## config.mk

```make
export PLATFORM = sky130hd
export DESIGN_NAME = pin_irq_sense
export DESIGN_NICKNAME = d
export VERILOG_FILES = /design/src/rtl/pis_pkg.sv /design/src/rtl/pis_rst_sync.sv /design/src/rtl/pis_detect.sv /design/src/rtl/pis_status_cell.sv /design/src/rtl/pin_irq_sense.sv
export SDC_FILE = /design/constraint.sdc
export NUM_CORES = 1
export LEC_CHECK = 0
export BUFFER_PORTS_ARGS = -buffer_cell sky130_fd_sc_hd__buf_2
export CAP_MARGIN = 20
export CORE_AREA = 10 10 60 66
export CTS_CLUSTER_DIAMETER = 60
export CTS_CLUSTER_SIZE = 20
export DETAILED_ROUTE_END_ITERATION = 12
export DIE_AREA = 0 0 70 76
export GPL_TIMING_DRIVEN = 0
export HOLD_SLACK_MARGIN = 0.06
export SLEW_MARGIN = 10
export SYNTH_ARGS = -nofsm -noshare
export SYNTH_HDL_FRONTEND = slang
export SYNTH_SLANG_ARGS = --single-unit
```

## constraint.sdc

```tcl
create_clock -name clk -period 1 [get_ports clk]
set_clock_uncertainty 0.2 [all_clocks]
set_input_delay 0 -clock clk [delete_from_list [all_inputs] [get_ports clk]]
set_output_delay 0 -clock clk [all_outputs]
set_load 0.02 [all_outputs]
```

## src/rtl/pis_pkg.sv

```systemverilog
package pis_pkg;
  typedef enum logic [1:0] {
    SENSE_LOW  = 2'd0,
    SENSE_HIGH = 2'd1,
    SENSE_BOTH = 2'd2,
    SENSE_RSVD = 2'd3
  } sense_sel_e;

  localparam int unsigned SENSE_W = 2;
endpackage

```

## src/rtl/pis_rst_sync.sv

```systemverilog
module pis_rst_sync #(
  parameter int unsigned STAGES = 2
) (
  input  logic clk,
  input  logic rst_n_in,
  output logic rst_n_out
);
  logic [STAGES-1:0] chain_q;
  logic [STAGES-1:0] chain_d;

  always_comb begin
    chain_d = {chain_q[STAGES-2:0], 1'b1};
  end

  always_ff @(posedge clk or negedge rst_n_in) begin
    if (!rst_n_in) chain_q <= '0;
    else           chain_q <= chain_d;
  end

  assign rst_n_out = chain_q[STAGES-1];
endmodule

```

## src/rtl/pis_detect.sv

```systemverilog
module pis_detect
  import pis_pkg::*;
(
  input  logic               clk,
  input  logic               rst_n,
  input  logic               pin,
  input  logic               lvl_mode,
  input  logic [SENSE_W-1:0] sel,
  output logic               hit
);
  logic prev_q, prev_d;
  logic armed_q, armed_d;
  logic rise, fall;
  sense_sel_e mode;

  assign mode = sense_sel_e'(sel);

  always_comb begin
    prev_d  = pin;
    armed_d = 1'b1;
  end

  always_ff @(posedge clk or negedge rst_n) begin
    if (!rst_n) begin
      prev_q  <= 1'b0;
      armed_q <= 1'b0;
    end else begin
      prev_q  <= prev_d;
      armed_q <= armed_d;
    end
  end

  assign rise = armed_q &  pin & ~prev_q;
  assign fall = armed_q & ~pin &  prev_q;

  always_comb begin
    hit = 1'b0;
    if (lvl_mode) begin
      case (mode)
        SENSE_LOW:  hit = ~pin;
        SENSE_HIGH: hit = pin;
        default:    hit = 1'b0;
      endcase
    end else begin
      case (mode)
        SENSE_LOW:  hit = fall;
        SENSE_HIGH: hit = rise;
        SENSE_BOTH: hit = rise | fall;
        default:    hit = 1'b0;
      endcase
    end
  end


  edge_needs_change_chk: assert property (@(posedge clk) disable iff (!rst_n)
    (!lvl_mode && armed_q && (pin == prev_q)) |-> !hit);
endmodule

```

## src/rtl/pis_status_cell.sv

```systemverilog
module pis_status_cell (
  input  logic clk,
  input  logic rst_n,
  input  logic hit,
  input  logic gate,
  input  logic clr,
  input  logic clr_wins,
  output logic sts
);
  logic sts_q, sts_d;
  logic set_now;

  assign set_now = hit & gate;

  always_comb begin
    sts_d = sts_q;
    if (clr_wins) begin
      if (clr)          sts_d = 1'b0;
      else if (set_now) sts_d = 1'b1;
    end else begin
      if (set_now)      sts_d = 1'b1;
      else if (clr)     sts_d = 1'b0;
    end
  end

  always_ff @(posedge clk or negedge rst_n) begin
    if (!rst_n) sts_q <= 1'b0;
    else        sts_q <= sts_d;
  end

  assign sts = sts_q;


  rise_needs_gate_chk: assert property (@(posedge clk) disable iff (!rst_n)
    $rose(sts_q) |-> $past(gate && hit));

  lvl_clear_wins_chk: assert property (@(posedge clk) disable iff (!rst_n)
    (clr && clr_wins) |=> !sts_q);

  edge_hit_wins_chk: assert property (@(posedge clk) disable iff (!rst_n)
    (!clr_wins && hit && gate) |=> sts_q);

  idle_hold_chk: assert property (@(posedge clk) disable iff (!rst_n)
    (!clr && !(hit && gate)) |=> $stable(sts_q));
endmodule

```

## src/rtl/pin_irq_sense.sv

```systemverilog
module pin_irq_sense
  import pis_pkg::*;
#(
  parameter int unsigned PINS = 4
) (
  input  logic                    clk,
  input  logic                    rst_n,
  input  logic [PINS-1:0]         pin_level,
  input  logic [PINS-1:0]         irq_en,
  input  logic [PINS-1:0]         irq_unmask,
  input  logic [PINS-1:0]         wake_en,
  input  logic [PINS-1:0]         lvl_mode,
  input  logic [SENSE_W*PINS-1:0] sense_sel,
  input  logic [PINS-1:0]         clr_int,
  input  logic [PINS-1:0]         clr_wake,
  output logic [PINS-1:0]         int_sts,
  output logic [PINS-1:0]         wake_sts,
  output logic [PINS-1:0]         pending,
  output logic [PINS-1:0]         irq_req
);
  logic rst_n_sync;

  pis_rst_sync #(.STAGES(2)) u_rst (
    .clk       (clk),
    .rst_n_in  (rst_n),
    .rst_n_out (rst_n_sync)
  );

  for (genvar i = 0; i < PINS; i++) begin : g_pin
    logic hit;

    pis_detect u_det (
      .clk      (clk),
      .rst_n    (rst_n_sync),
      .pin      (pin_level[i]),
      .lvl_mode (lvl_mode[i]),
      .sel      (sense_sel[SENSE_W*i +: SENSE_W]),
      .hit      (hit)
    );

    pis_status_cell u_int (
      .clk      (clk),
      .rst_n    (rst_n_sync),
      .hit      (hit),
      .gate     (irq_en[i]),
      .clr      (clr_int[i]),
      .clr_wins (lvl_mode[i]),
      .sts      (int_sts[i])
    );

    pis_status_cell u_wake (
      .clk      (clk),
      .rst_n    (rst_n_sync),
      .hit      (hit),
      .gate     (wake_en[i]),
      .clr      (clr_wake[i]),
      .clr_wins (lvl_mode[i]),
      .sts      (wake_sts[i])
    );

    assign irq_req[i] = int_sts[i] & irq_unmask[i];
    assign pending[i] = int_sts[i] | wake_sts[i];


    wake_no_req_chk: assert property (@(posedge clk) disable iff (!rst_n_sync)
      (!int_sts[i]) |-> !irq_req[i]);
  end
endmodule

```

Word level (Yosys, flattened, before mapping)

Cells that the tools add are included.

Bitwise operators: 44
Eq/ne operators: 8
Reductions and logical operators: 12
Multiplexer cells: 52

Operators with widths:

| operator           | number |
|---|---|
| $mux 1             | 44 |
| $and 1x1->1        | 28 |
| $reduce_bool 2->1  | 8 |
| $pmux 1 s3         | 4 |
| $eq 2x1->1 const B | 4 |
| $eq 2x2->1 const B | 4 |
| $logic_not 2->1    | 4 |
| $not 1->1          | 8 |
| $or 1x1->1         | 8 |
| $pmux 1 s2         | 4 |

Register bits: 15
Bits of input ports: 38

Longest topological paths before layout

Gate-level depths: netlist (run 1).

Depth in word-level cells: 10
Mapped depth: 4
Depth with buffers taken out: 4

Hierarchy

Synthesis (run 1) repeated with hierarchy kept, for this count alone.

Cells, all modules: 87
Area, all modules: 928.4 um2

Modules (own cells, without submodules):

| module          | times used | sequential area each (um2) | cells each | area an instance (um2) |
|---|---|---|---|---|
| pis_detect      | 4          | 50.0                       | 11         | 120.1 |
| pis_status_cell | 8          | 25.0                       | 4          | 42.5 |
| pin_irq_sense   | 1          | 0.0                        | 8          | 53.8 |
| pis_rst_sync    | 1          | 50.0                       | 3          | 53.8 |

Worst setup path before layout (run 1)

OpenSTA, ideal clock, no wires.

Path kind: flip-flop to flip-flop
From: register g_pin[3].u_det.prev_q
To: register g_pin[3].u_wake.sts_q
Cell stages (with the launch flop): 5
Arrival: 1,200 ps
Path slack: -479 ps
Period minus slack after synthesis: 1,479 ps
Library setup time: 80 ps
Cells stage by stage: dfrtp_1 or4b_1 o22ai_1 nor3_1 o22ai_2

Cells in the longest elaborated chain, start to end: 8

RTL lines:

| item                   | RTL line              | text |
|---|---|---|
| start, declared        | pis_detect.sv:11      | `logic prev_q, prev_d;` |
| start signal, assigned | pis_detect.sv:28      | `prev_q <= prev_d;` |
| $not 1->1              | pis_detect.sv:33      | `assign rise = armed_q & pin & ~prev_q;` |
| $and 1x1->1            | pis_detect.sv:33      |  |
| $or 1x1->1             | pis_detect.sv:48      | `SENSE_BOTH: hit = rise \| fall;` |
| $pmux 1 s3 *           | pis_detect.sv:45      | `case (mode)` |
| $mux 1 *               | pis_detect.sv:38      | `if (lvl_mode) begin` |
| $and 1x1->1 *          | pis_status_cell.sv:13 | `assign set_now = hit & gate;` |
| $mux 1                 | pis_status_cell.sv:21 | `if (set_now) sts_d = 1'b1;` |
| $mux 1                 | pis_status_cell.sv:17 | `if (clr_wins) begin` |
| end signal, assigned   | pis_status_cell.sv:28 | `else sts_q <= sts_d;` |
| end, declared          | pis_status_cell.sv:10 | `logic sts_q, sts_d;` |

Every way passes the cells marked *; elsewhere a longest branch is shown, timed or not.
A chain may end at the register's enable or synchronous reset.

Final worst setup path (run 1)

From: register g_pin[3].u_det.prev_q
To: register g_pin[3].u_int.sts_q

Cells in the longest elaborated chain, start to end: 8

RTL lines:

| item                 | RTL line |
|---|---|
| $not 1->1            | pis_detect.sv:33 |
| $and 1x1->1          | pis_detect.sv:33 |
| $or 1x1->1           | pis_detect.sv:48 |
| $pmux 1 s3 *         | pis_detect.sv:45 |
| $mux 1 *             | pis_detect.sv:38 |
| $and 1x1->1 *        | pis_status_cell.sv:13 |
| $mux 1               | pis_status_cell.sv:21 |
| $mux 1               | pis_status_cell.sv:17 |
| end signal, assigned | pis_status_cell.sv:28 |
| end, declared        | pis_status_cell.sv:10 |

Marks and branches as above.

==> flow_metrics.env, run 1 <==
export IMPL_vias=975
export IMPL_detail_route_first_pass_iterations=4
export IMPL_fin_cells=209
export IMPL_drv_cap=0
export IMPL_drv_slew=0
export IMPL_cellLeakagePower_nw=0.7905
export IMPL_root_buffer="clkbuf_4"
export IMPL_place_congestion=0.7969
export IMPL_hpwl_um=2024
export IMPL_die_height_um=76
export IMPL_busiest_layer="met2"
export IMPL_period_minus_slack_ns=1.508
export IMPL_outcome="finished with violations"
export IMPL_cts_hold_buf=23
export IMPL_grt_pass1_wl_um=4947
export IMPL_cts_htree_levels=1
export IMPL_cts_tree="built"
export IMPL_synth_cells=91
export IMPL_finalNetCount=215
export IMPL_grt_overflow=0
export IMPL_path_max_fanout=3
export IMPL_place_inst=178
export IMPL_rsz0062_at_grt="yes"
export IMPL_layout_commonest_cell="buf_2"
export IMPL_use_met3_pct=4.167
export IMPL_synth_distinct_cells=25
export IMPL_grtUsageTotal_pct=11.21
export IMPL_portBuffers=53
export IMPL_grt_pass1_vias=1022
export IMPL_fp_row_count=20
export IMPL_wl_um=3156
export IMPL_yosys_register_bits=15
export IMPL_clkTransAtPathRegs_ns=0.10
export IMPL_cts_sinks=15
export IMPL_peakVddDrop_mv=0.6211
export IMPL_insertedDiodeCount=0
export IMPL_viasPerCell=4.665
export IMPL_seq_area_frac_synth_pct=42.31
export IMPL_placed_area_um2=1221
export IMPL_synth_cell_area_um2=887.1
export IMPL_drive_gt1_share_pct=55.11
export IMPL_ant_nets=0
export IMPL_finalSetupViolations=24
export IMPL_power_density_nw_per_um2=984.6
export IMPL_clk_latency_ns=0.28
export IMPL_hold_worst_slack_ns=-0.3321
export IMPL_drcViolationCount=0
export IMPL_grt_met2_usage_pct=19.24
export IMPL_grt_antenna_before_repair=0
export IMPL_yosysWarnings=0
export IMPL_cp_start_kind="register"
export IMPL_violations="hold timing, setup timing"
export IMPL_dieArea_um2=5320
export IMPL_reg2reg_depth=4
export IMPL_tns_ns=-6.522
export IMPL_coreArea_um2=2703
export IMPL_final_cell_mix="37 x buf_2, 25 x buf_6, 23 x dlygate4sd3_1"
export IMPL_clk_path_buf_depth=2
export IMPL_numCtsBuffers=3
export IMPL_dr_first_iter_drc_count=20
export IMPL_grt_max_degree=14
export IMPL_wl_per_cell_um=15.10
export IMPL_design_portCount=54
export IMPL_die_w_um=70
export IMPL_finalCritPeriodShare_pct=150.8
export IMPL_tightest_slew_ns=0.5622
export IMPL_end_kind="register"
export IMPL_hold_violations=10
export IMPL_hp_class="primary input to register"
export IMPL_start_util_pct=32.82
export IMPL_crit_type="register to register"
export IMPL_fmax_mhz=663.3
export IMPL_holdPathStages=1
export IMPL_fin_ws_ns=-0.5077
export IMPL_synth_area_per_cell_um2=9.748
export IMPL_crit_required_ns=1.01
export IMPL_slew_limit_headroom_pct=62.52
export IMPL_worstPathArrival_ns=1.52
export IMPL_fin_util_pct=63.33
export IMPL_area_growth_pct=92.95
export IMPL_fin_area_um2=1712
export IMPL_p_total_mw=1.685
export IMPL_use_met1_pct=12.37
## registers in the layout, indices dropped and copies added, names as in the netlist
name                 cells
g_pin.u_det.armed_q      1
g_pin.u_det.prev_q       4
g_pin.u_int.sts          4
g_pin.u_wake.sts         4
u_rst.chain_q            2
## kinds of logic (layout without fill, tap and decap cells)
kind of cell / after synthesis / in the layout / synth area share, %
AOI/OAI and AO/OA: 15 / 15 / 13.54
xor gates and xnor gates: 5 / 5 / 4.936
buffers and inverters: 15 / 99 / 9.732
DFF: 15 / 15 / 42.31
other: 1 / 2 / 0.4227
and+or+nand+nor: 40 / 40 / 29.05
## worst max-delay path: stages, from the launching register on
cell and delay [ns]:
dfrtp_1 0.40, or4b_4 0.48, o22ai_2 0.16, nor3_2 0.08
o22ai_2 0.11
## final cells by class
cell class	instances	area [um^2]
plain buffers	7	78.83
clock buffers	3	22.52
clock inverters	1	5.005
fillers	213	991.0
inverters	7	26.28
multi-input cells	62	520.5
flip-flops and latches	15	376.6
well taps	33	41.29
repair buffers	81	640.6
## timing repair
item / 4_1_cts / 5_1_grt
hold endpoints to repair: 21 / 10
resized for setup: 53 / 11
setup endpoints to repair: 24 / 24
pin swaps: 8 / 4
buffers inserted: 3 / 2
## worst paths after layout
check / start / to / slack [ns]
min reg2reg: u_rst.chain_q[1]$_DFF_PN0_ / g_pin[3].u_det.prev_q$_DFF_PN0_ / 0.03
max: g_pin[3].u_det.prev_q$_DFF_PN0_ / g_pin[3].u_int.sts$_DFFE_PN0P_ / -0.51
min in group asynchronous: u_rst.chain_q[1]$_DFF_PN0_ / g_pin[3].u_det.prev_q$_DFF_PN0_ / 0.03
max reg2reg: g_pin[3].u_det.prev_q$_DFF_PN0_ / g_pin[3].u_int.sts$_DFFE_PN0P_ / -0.51
max in group asynchronous: rst_n / u_rst.chain_q[1]$_DFF_PN0_ / 0.14
min: pin_level[0] / g_pin[0].u_det.prev_q$_DFF_PN0_ / -0.33
## cell usage after synthesis (all sizes together)
master   number  area share (%)
dfrtp        15              42
nand2        12             5.1
buf           8             6.8
inv           7             3.0
nand2b        7             4.9
o22ai         5             4.9
or4b          5             5.6
and2          4             2.8
o221ai        4             3.9
xnor2         4             3.9
nand3b        3             2.5
nand4b        3             3.0
a22oi         2             1.7
o21ai         2             1.1
or4bb         2             2.5
a2111oi       1            0.99
conb          1            0.42
nor2          1            0.42
nor3          1            0.56
nor3b         1            0.85
o211ai        1            0.85
or2           1            0.71
xor2          1            0.99
## power by group
| part | internal (mW) | total [mW] | switching [mW] |
|---|---|---|---|
| logic | 0.370 | 0.636 | 0.266 |
| clock network | 0.148 | 0.359 | 0.210 |
| registers | 0.646 | 0.691 | 0.0446 |
| total | 1.16 | 1.69 | 0.521 |
## per-stage QoR
step                hold WS [ns]  setup WS (ns)
floorplan                -0.4956        -0.4118
global placement         -0.4154        -0.4417
detailed placement       -0.4142        -0.4828
CTS                      -0.3466        -0.4797
global route             -0.3594        -0.5588
finish                   -0.3321        -0.5077
## per-layer routing
metal	up-vias	part of all wire [%]
met4	0	1.7
met1	452	39
li1	486	-
met2	33	53
met3	4	7.0
met5	-	0
Note: power is estimated with default switching activity, not from simulation.
==> run 2, diff against run 1 <==
--- a/config.mk
+++ b/config.mk
@@ -12,6 +12,7 @@
 export CTS_CLUSTER_SIZE = 20
 export DETAILED_ROUTE_END_ITERATION = 12
 export DIE_AREA = 0 0 70 76
+export GPL_ROUTABILITY_DRIVEN = 0
 export GPL_TIMING_DRIVEN = 0
 export HOLD_SLACK_MARGIN = 0.06
 export SLEW_MARGIN = 10
==> constraint.sdc (replaced) <==
create_clock -name clk -period 1 [get_ports clk]
set_clock_uncertainty 0.2 [all_clocks]
set_input_delay 0 -clock clk [delete_from_list [all_inputs] [get_ports clk]]
set_output_delay 0 -clock clk [all_outputs]
set_load 0.1 [all_outputs]
==> flow_metrics.env, run 2 (same netlist as run 1, synthesis figures left out) <==
export IMPL_ff2ff_setup_slack_ns=-0.53
export IMPL_hold_worst_slack_ns=-0.1184
export IMPL_drv_cap=0
export IMPL_final_cell_mix="37 x buf_2, 24 x dlygate4sd3_1, 16 x buf_12"
export IMPL_cts_sinks=15
export IMPL_peakVddDrop_mv=0.9048
export IMPL_grt_overflow=0
export IMPL_root_buffer="clkbuf_4"
export IMPL_path_max_fanout=3
export IMPL_crit_type="primary input to register"
export IMPL_area_growth_pct=107.1
export IMPL_dieArea_um2=5320
export IMPL_detail_route_first_pass_iterations=4
export IMPL_layout_commonest_cell="buf_2"
export IMPL_use_met3_pct=3.906
export IMPL_max_stage_delay_ns=0.59
export IMPL_portBuffers=53
export IMPL_drv_slew=0
export IMPL_clkTransAtPathRegs_ns=0.10
export IMPL_worstHoldStart="sense_sel[1]"
export IMPL_finalCritPeriodShare_pct=158.7
export IMPL_fmax_mhz=630.3
export IMPL_critPathTopFamily="buffers and inverters"
export IMPL_clk_path_buf_depth=2
export IMPL_crit_path_cell_trace="buf_2 -> dlygate4sd3_1 -> or4b_1 -> o22ai_2 -> nand2_1 -> o221ai_2"
export IMPL_cellLeakagePower_nw=0.8186
export IMPL_start_util_pct=32.82
export IMPL_grt_pass1_vias=1068
export IMPL_finalSetupViolations=24
export IMPL_violations="hold timing, setup timing"
export IMPL_cts_htree_levels=1
export IMPL_reg2reg_depth=4
export IMPL_grtUsageTotal_pct=11.67
export IMPL_worstPathArrival_ns=1.60
export IMPL_vias=997
export IMPL_wl_um=3201
export IMPL_die_height_um=76
export IMPL_busiest_layer="met2"
export IMPL_crit_required_ns=1.01
export IMPL_crit_path_end="g_pin[1].u_wake.sts$_DFFE_PN0P_"
export IMPL_grt_antenna_before_repair=0
export IMPL_viasPerCell=4.816
export IMPL_wl_per_cell_um=15.46
export IMPL_cts_tree="built"
export IMPL_reg2reg_from="g_pin[2].u_det.prev_q$_DFF_PN0_"
export IMPL_grt_pass1_wl_um=5112
export IMPL_clk_latency_ns=0.29
export IMPL_use_met1_pct=11.13
export IMPL_hold_violations=8
export IMPL_hp_class="primary input to register"
export IMPL_fin_util_pct=67.96
export IMPL_slew_limit_headroom_pct=62.25
export IMPL_rsz0062_at_grt="yes"
export IMPL_numCtsBuffers=3
export IMPL_drcViolationCount=0
export IMPL_insertedDiodeCount=0
export IMPL_fp_row_count=20
export IMPL_period_minus_slack_ns=1.587
export IMPL_ant_nets=0
export IMPL_end_kind="register"
export IMPL_power_density_nw_per_um2=1170
export IMPL_cp_start_kind="primary input"
export IMPL_tightest_slew_ns=0.5662
export IMPL_fin_ws_ns=-0.5866
export IMPL_cp_depth=6
export IMPL_path_buf_inv=2
export IMPL_hpwl_um=2106
export IMPL_r2r_end="g_pin[2].u_int.sts$_DFFE_PN0P_"
export IMPL_outcome="finished with violations"
export IMPL_grt_met2_usage_pct=22.23
export IMPL_dr_first_iter_drc_count=22
export IMPL_drive_gt1_share_pct=54.02
export IMPL_slowest_stage="dlygate4sd3_1"
export IMPL_p_total_mw=2.149
export IMPL_coreArea_um2=2703
export IMPL_startpoint="pin_level[1]"
export IMPL_grt_max_degree=14
export IMPL_design_portCount=54
export IMPL_finalNetCount=213
export IMPL_pre_cts_slack_ns=-0.4966
export IMPL_fill_cells=205
export IMPL_die_w_um=70
-- run 2: cell count changes in the layout (fill, tap and decap cells not counted) --
cell	change
o221ai_2	-1
buf_12	+16
or4b_4	+1
or4b_1	-1
dlygate4sd3_1	+1
o221ai_1	+1
buf_6	-16
buf_4	-3
-- run 2: how the worst min path moves through the flow --
| stage | endpoint | cells after the start |
|---|---|---|
| after floorplan | u_rst.chain_q[0]$_DFF_PN0_ | 0 |
| after global placement | u_rst.chain_q[0]$_DFF_PN0_ | 1 |
| after detailed placement | u_rst.chain_q[0]$_DFF_PN0_ | 1 |
| after CTS | g_pin[0].u_det.prev_q$_DFF_PN0_ | 1 |
| after global routing | g_pin[0].u_wake.sts$_DFFE_PN0P_ | 3 |
| final | g_pin[0].u_wake.sts$_DFFE_PN0P_ | 3 |
-- run 2: worst register-to-register path, cell delays in order (launching register included) --
cell       delay (ns)
dfrtp_1          0.40
nand3b_1         0.20
a2111oi_4        0.34
o21ai_1          0.11
a22oi_1          0.20
-- run 2: through the flow --
stage / setup TNS (ns) / std cells / cell area [um^2]
after floorplan: -2.981 / 92 / 933.4
after global placement: -4.644 / 178 / 1240
after detailed placement: -5.060 / 178 / 1240
after CTS: -7.438 / 207 / 1803
after global routing: -8.960 / 207 / 1837
final: -7.763 / 207 / 1837
-- run 2: repair_timing --
item,CTS,global route
pin swaps,6,6
hold endpoints to repair,23,10
setup buffers,1,1
hold buffers,24,2
gates resized for setup,76,13
setup endpoints to repair,24,24
-- run 2: per-layer routing --
| layer | wire length (um) | vias to the layer above |
|---|---|---|
| met5 | 0 | - |
| met4 | 44 | 0 |
| met3 | 209 | 6 |
| met2 | 1796 | 38 |
| met1 | 1150 | 468 |
| li1 | - | 485 |
-- run 2: final cells by class --
| type | count | area (um^2) | share of cell area (%) |
|---|---|---|---|
| clock inverters | 1 | 5.005 | 0.2725 |
| multi-input cells | 62 | 518.0 | 28.20 |
| clock buffers | 3 | 22.52 | 1.226 |
| plain buffers | 7 | 78.83 | 4.292 |
| well taps | 33 | 41.29 | 2.248 |
| repair buffers | 79 | 768.2 | 41.83 |
| flip-flops and latches | 15 | 376.6 | 20.50 |
| inverters | 7 | 26.28 | 1.431 |
-- run 2: power by group --
part / switching, mW / internal, mW
clock: 0.209 / 0.149
sequential: 0.0448 / 0.646
combinational: 0.628 / 0.473
total: 0.881 / 1.27
